**config.mk**
```make
export PLATFORM = sky130hd
export DESIGN_NAME = bridge_parity_signal
export DESIGN_NICKNAME = d
export VERILOG_FILES = /design/src/rtl/bridge_parity_signal.sv
export SDC_FILE = /design/constraint.sdc
export NUM_CORES = 1
export LEC_CHECK = 0
export CORE_AREA = 2 2 39 41
export CTS_CLUSTER_DIAMETER = 50
export DETAILED_ROUTE_END_ITERATION = 16
export DIE_AREA = 0 0 41 43
export PLACE_DENSITY_LB_ADDON = 0.3
export RECOVER_POWER = 25
export SLEW_MARGIN = 20
export SYNTH_ARGS = -nofsm -noshare
export SYNTH_HDL_FRONTEND = slang
export SYNTH_SLANG_ARGS = --single-unit
```
**constraint.sdc**
```tcl
create_clock -name clk -period 1.2 [get_ports clk]
set_clock_uncertainty 0.2 [all_clocks]
set_input_delay 0.24 -clock clk [delete_from_list [all_inputs] [get_ports clk]]
set_output_delay 0.24 -clock clk [all_outputs]
set_load 0.02 [all_outputs]
```
**src/rtl/bridge_parity_signal.sv**
```systemverilog
module bridge_parity_signal (
  input  logic       clk,
  input  logic       rst_n,
  input  logic       xact_valid,
  input  logic [1:0] xact_kind,
  input  logic       xact_up,
  input  logic       err_on_sec,
  input  logic       par_bad,
  input  logic       src_par_bad,
  input  logic       pri_perr_seen,
  input  logic       sec_perr_seen,
  input  logic       pri_per_en,
  input  logic       sec_per_en,
  input  logic       serr_en,
  input  logic       clr_det_flag,
  input  logic       clr_sys_flag,
  output logic       sec_perr_n,
  output logic       sec_perr_oe,
  output logic       pri_serr_oe,
  output logic       det_flag,
  output logic       sys_flag
);
  localparam logic [1:0] KIND_RD = 2'd0;
  localparam logic [1:0] KIND_PW = 2'd1;
  localparam logic [1:0] KIND_DW = 2'd2;

  logic is_rd, is_pw, is_dw;
  logic sec_hit, cpl_hit, far_hit;
  logic fire_perr, fire_serr;
  logic stg1, stg2, perr_lo, perr_hi, serr_lo;

  assign is_rd = (xact_kind == KIND_RD);
  assign is_pw = (xact_kind == KIND_PW);
  assign is_dw = (xact_kind == KIND_DW);

  // bridge is read initiator or write target on the secondary bus
  assign sec_hit = err_on_sec && par_bad &&
                   ((is_rd && !xact_up) || ((is_pw || is_dw) && xact_up));
  // upstream delayed write completion saw primary PERR#
  assign cpl_hit = !err_on_sec && is_dw && xact_up && pri_perr_seen;
  // PERR# on the far side of a posted write
  assign far_hit = is_pw && ((xact_up && !err_on_sec && pri_perr_seen) ||
                             (!xact_up && err_on_sec && sec_perr_seen));

  assign fire_perr = xact_valid && sec_per_en && (sec_hit || cpl_hit);
  assign fire_serr = xact_valid && pri_per_en && sec_per_en && serr_en &&
                     far_hit && !src_par_bad;

  always_ff @(posedge clk) begin
    if (!rst_n) begin
      stg1     <= 1'b0;
      stg2     <= 1'b0;
      perr_lo  <= 1'b0;
      perr_hi  <= 1'b0;
      serr_lo  <= 1'b0;
      det_flag <= 1'b0;
      sys_flag <= 1'b0;
    end else begin
      stg1     <= fire_perr;
      stg2     <= stg1;
      perr_lo  <= stg2;
      perr_hi  <= perr_lo && !stg2;
      serr_lo  <= fire_serr;
      det_flag <= fire_perr || (det_flag && !clr_det_flag);
      sys_flag <= fire_serr || (sys_flag && !clr_sys_flag);
    end
  end

  assign sec_perr_n  = !perr_lo;
  assign sec_perr_oe = perr_lo || perr_hi;
  assign pri_serr_oe = serr_lo;

  AST_PERR_FROM_EVENT: assert property (@(posedge clk) disable iff (!rst_n)
    !sec_perr_n |-> $past(xact_valid, 3));
  AST_PERR_NEEDS_ENABLE: assert property (@(posedge clk) disable iff (!rst_n)
    !sec_perr_n |-> $past(sec_per_en, 3));
  AST_PERR_HIGH_BEFORE_RELEASE: assert property (@(posedge clk) disable iff (!rst_n)
    (sec_perr_oe && !$past(sec_perr_oe) && $past(rst_n)) |-> !sec_perr_n);
  AST_PERR_RELEASED_HIGH: assert property (@(posedge clk) disable iff (!rst_n)
    ($fell(sec_perr_oe) && $past(rst_n)) |-> $past(sec_perr_n));
  AST_SERR_NEEDS_ENABLES: assert property (@(posedge clk) disable iff (!rst_n)
    pri_serr_oe |-> $past(serr_en && pri_per_en && sec_per_en));
  AST_SERR_POSTED_ONLY: assert property (@(posedge clk) disable iff (!rst_n)
    pri_serr_oe |-> $past(xact_valid && xact_kind == KIND_PW && !src_par_bad));
  AST_SYS_FLAG_STICKY: assert property (@(posedge clk) disable iff (!rst_n)
    (sys_flag && !clr_sys_flag) |=> sys_flag);
  AST_DET_FLAG_STICKY: assert property (@(posedge clk) disable iff (!rst_n)
    (det_flag && !clr_det_flag) |=> det_flag);
endmodule

```
==> out/metrics.csv <==
metric,value,unit
status,"complete, but fails checks",
violated checks,setup timing,
routed wire length,715,um
Initial DRT Pass Iterations,2,
"most common cell after layout, fill and taps aside",dlygate4sd2_1,
CTS HTree Levels,1,
dpl cell area,616,um2
post-synthesis cell type count,16,
Final WS setup,-0.142,ns
dpl hpwl,584,um
setup TNS,-0.225,ns
post-synth top area cell,dfxtp_1,
fin. max-slew vios,0,
post-route ant nets,0,
top-area cell type share of the netlist area,42.9,%
synthesized area per cell,10.5,um2
Mapped Cells,31,
largest net degree at the start of global routing,6,
Crit Path Category,reg2out,
Final Hold Fails,0,
Die H,43,um
yosys warns,0,
"Min Clock Period, post-route",1.34,ns
vias in the first global route,338,
Root Buffer Master,clkbuf_4,
Inserted Clock Buffers,3,
fillcell total,140,
type of origin of the critical path,flip-flop,
period utilisation layout,112,%
post-route cell area,637,um2
dpl ws,-0.558,ns
clk sink count,7,
antenna violations before repair,0,
Clock Latency Late Sink,0.24,ns
area grow syn2layout,95.0,%
vias after detailed routing,326,
I/O Buffers,20,
DIE WIDTH,41,um
# nets final,82,
TritonCTS clock tree,built,
initial core utilization,23.6,%
post-layout util,46.0,%
worst path arrival time,0.90,ns
Via density,4.18,
P_leak,0.304,nW
Rows,14,
power per cell area,822,nW/um2
"slowest stage delay, CP",0.31,ns
Max VDD drop,0.000361,V
slowest CP cell,dfxtp_2,
"Cell Area, Synth",327,um2
layout cells sized above 1,46.8,%
Worst slew margin,85.4,%
Critical Path RT,0.76,ns
Initial DRC Count,2,
ANT cells,0,
Critical Path End Type,primary output,
gr ovfl total,0,
Slew @ Worst Pin,0.218,ns
final setup violation count,2,
maximum fanout along the worst path,2,
Yosys reg bits,7,
"Seq/Total Area, Yosys",42.9,%
clock-pin slew on the worst setup and hold paths,0.05,ns
syn nets,50,
Placer Congestion,0.640,
DIE AREA,1760,um2
largest cells by area after synthesis,"dfxtp_1, ha_1, nand3b_1",
core area,1380,um2
footprint of the multi-input gates,200,um2
max_cap viols,0,
Remaining DRCs,0,
critical-path cell list,"or2_4, buf_6",
register area,141,um2
mean routed wirelength per cell,9.17,um
hold-fix buffers at CTS,0,
f_max,0.745,GHz
Max clock buf depth,2,
GRT Total Usage,9.94,%
io pins,21,
most frequent cells in the layout,"dlygate4sd2_1, dfxtp_1, buf_4",
RSZ-0062 raised after global routing,true,
Hold Crit Class,in2reg,
first-pass GRT wire length,1160,um
-- critical path: cells and delay by family (launching register included) --
| kind | cells | cell delay (ns) |
|---|---|---|
| buffers and inverters | 1 | 0.13 |
| flip-flops | 1 | 0.31 |
| AND/OR/NAND/NOR | 1 | 0.22 |
-- kinds of logic (layout without fill, tap and decap cells) --
group           Yosys count  after routing  share of synthesized area (%)
simple gates             11             11                           25.7
mux                       1              1                           3.45
fa+ha+maj                 3              3                           11.5
compound gates            5              5                           11.9
buf+inv                   4             35                           4.60
flops                     7              7                           42.9
-- sequential cells by signal, indices dropped and copies added (netlist names) --
| register | count |
|---|---|
| sys_flag | 1 |
| det_flag | 1 |
| pri_serr_oe | 1 |
| stg2 | 1 |
| perr_hi | 1 |
| perr_lo | 1 |
| stg1 | 1 |
-- final timing paths --
path,slack [ns],cells past startpoint,start,end
worst max-delay path,-0.14,2,perr_lo$_SDFF_PN0_,sec_perr_oe
worst min-delay path,0.14,3,pri_per_en,pri_serr_oe$_SDFF_PN0_
worst max register to register,0.08,5,perr_lo$_SDFF_PN0_,perr_hi$_SDFF_PN0_
worst min register to register,0.23,1,stg2$_SDFF_PN0_,perr_hi$_SDFF_PN0_
-- report_power, final --
group | internal (mW) | total, mW | switching [mW]
sequential | 0.234 | 0.235 | 0.000572
combinational | 0.0541 | 0.0844 | 0.0304
clock | 0.126 | 0.204 | 0.0778
-- routing by layer --
layer / GRT usage (%) / up-vias / routed length (um)
li1: - / 170 / -
met2: 15.6 / 15 / 376
met3: 0 / 0 / 57
met5: 0 / - / 0
met1: 10.9 / 141 / 281
met4: 10.0 / 0 / 0
-- synth_stat cells, drive strengths merged --
cell,count
dfxtp,7
inv,4
ha,3
nand3b,3
and2,2
nand3,2
nand4b,2
a211oi,1
a21oi,1
a31o,1
mux2,1
nor3b,1
o21ai,1
o21bai,1
or2,1
-- timing repair --
| item | 4_1_cts | 5_1_grt |
|---|---|---|
| endpoints found under the setup margin | 9 | 5 |
| pin swaps | 3 | 2 |
| setup buffers | 1 | 0 |
| gates resized for setup | 39 | 5 |
-- metrics by stage --
stage | power, mW | hold slack (ns) | instances
floorplan | 0.267 | 0.176 | 31
global placement | 0.338 | 0.194 | 73
detailed placement | 0.339 | 0.199 | 73
CTS | 0.538 | 0.209 | 78
global route | 0.559 | 0.135 | 78
finish | 0.524 | 0.138 | 78
-- layout make-up --
| cell class | instances | area share [%] |
|---|---|---|
| Clock buffer | 4 | 4.13 |
| Inverter | 4 | 2.75 |
| Multi-Input combinational cell | 20 | 31.4 |
| Sequential cell | 7 | 22.2 |
| Tap cell | 16 | 3.14 |
| Timing Repair Buffer | 27 | 36.3 |
No activity file was read; power rests on OpenSTA's default activity.
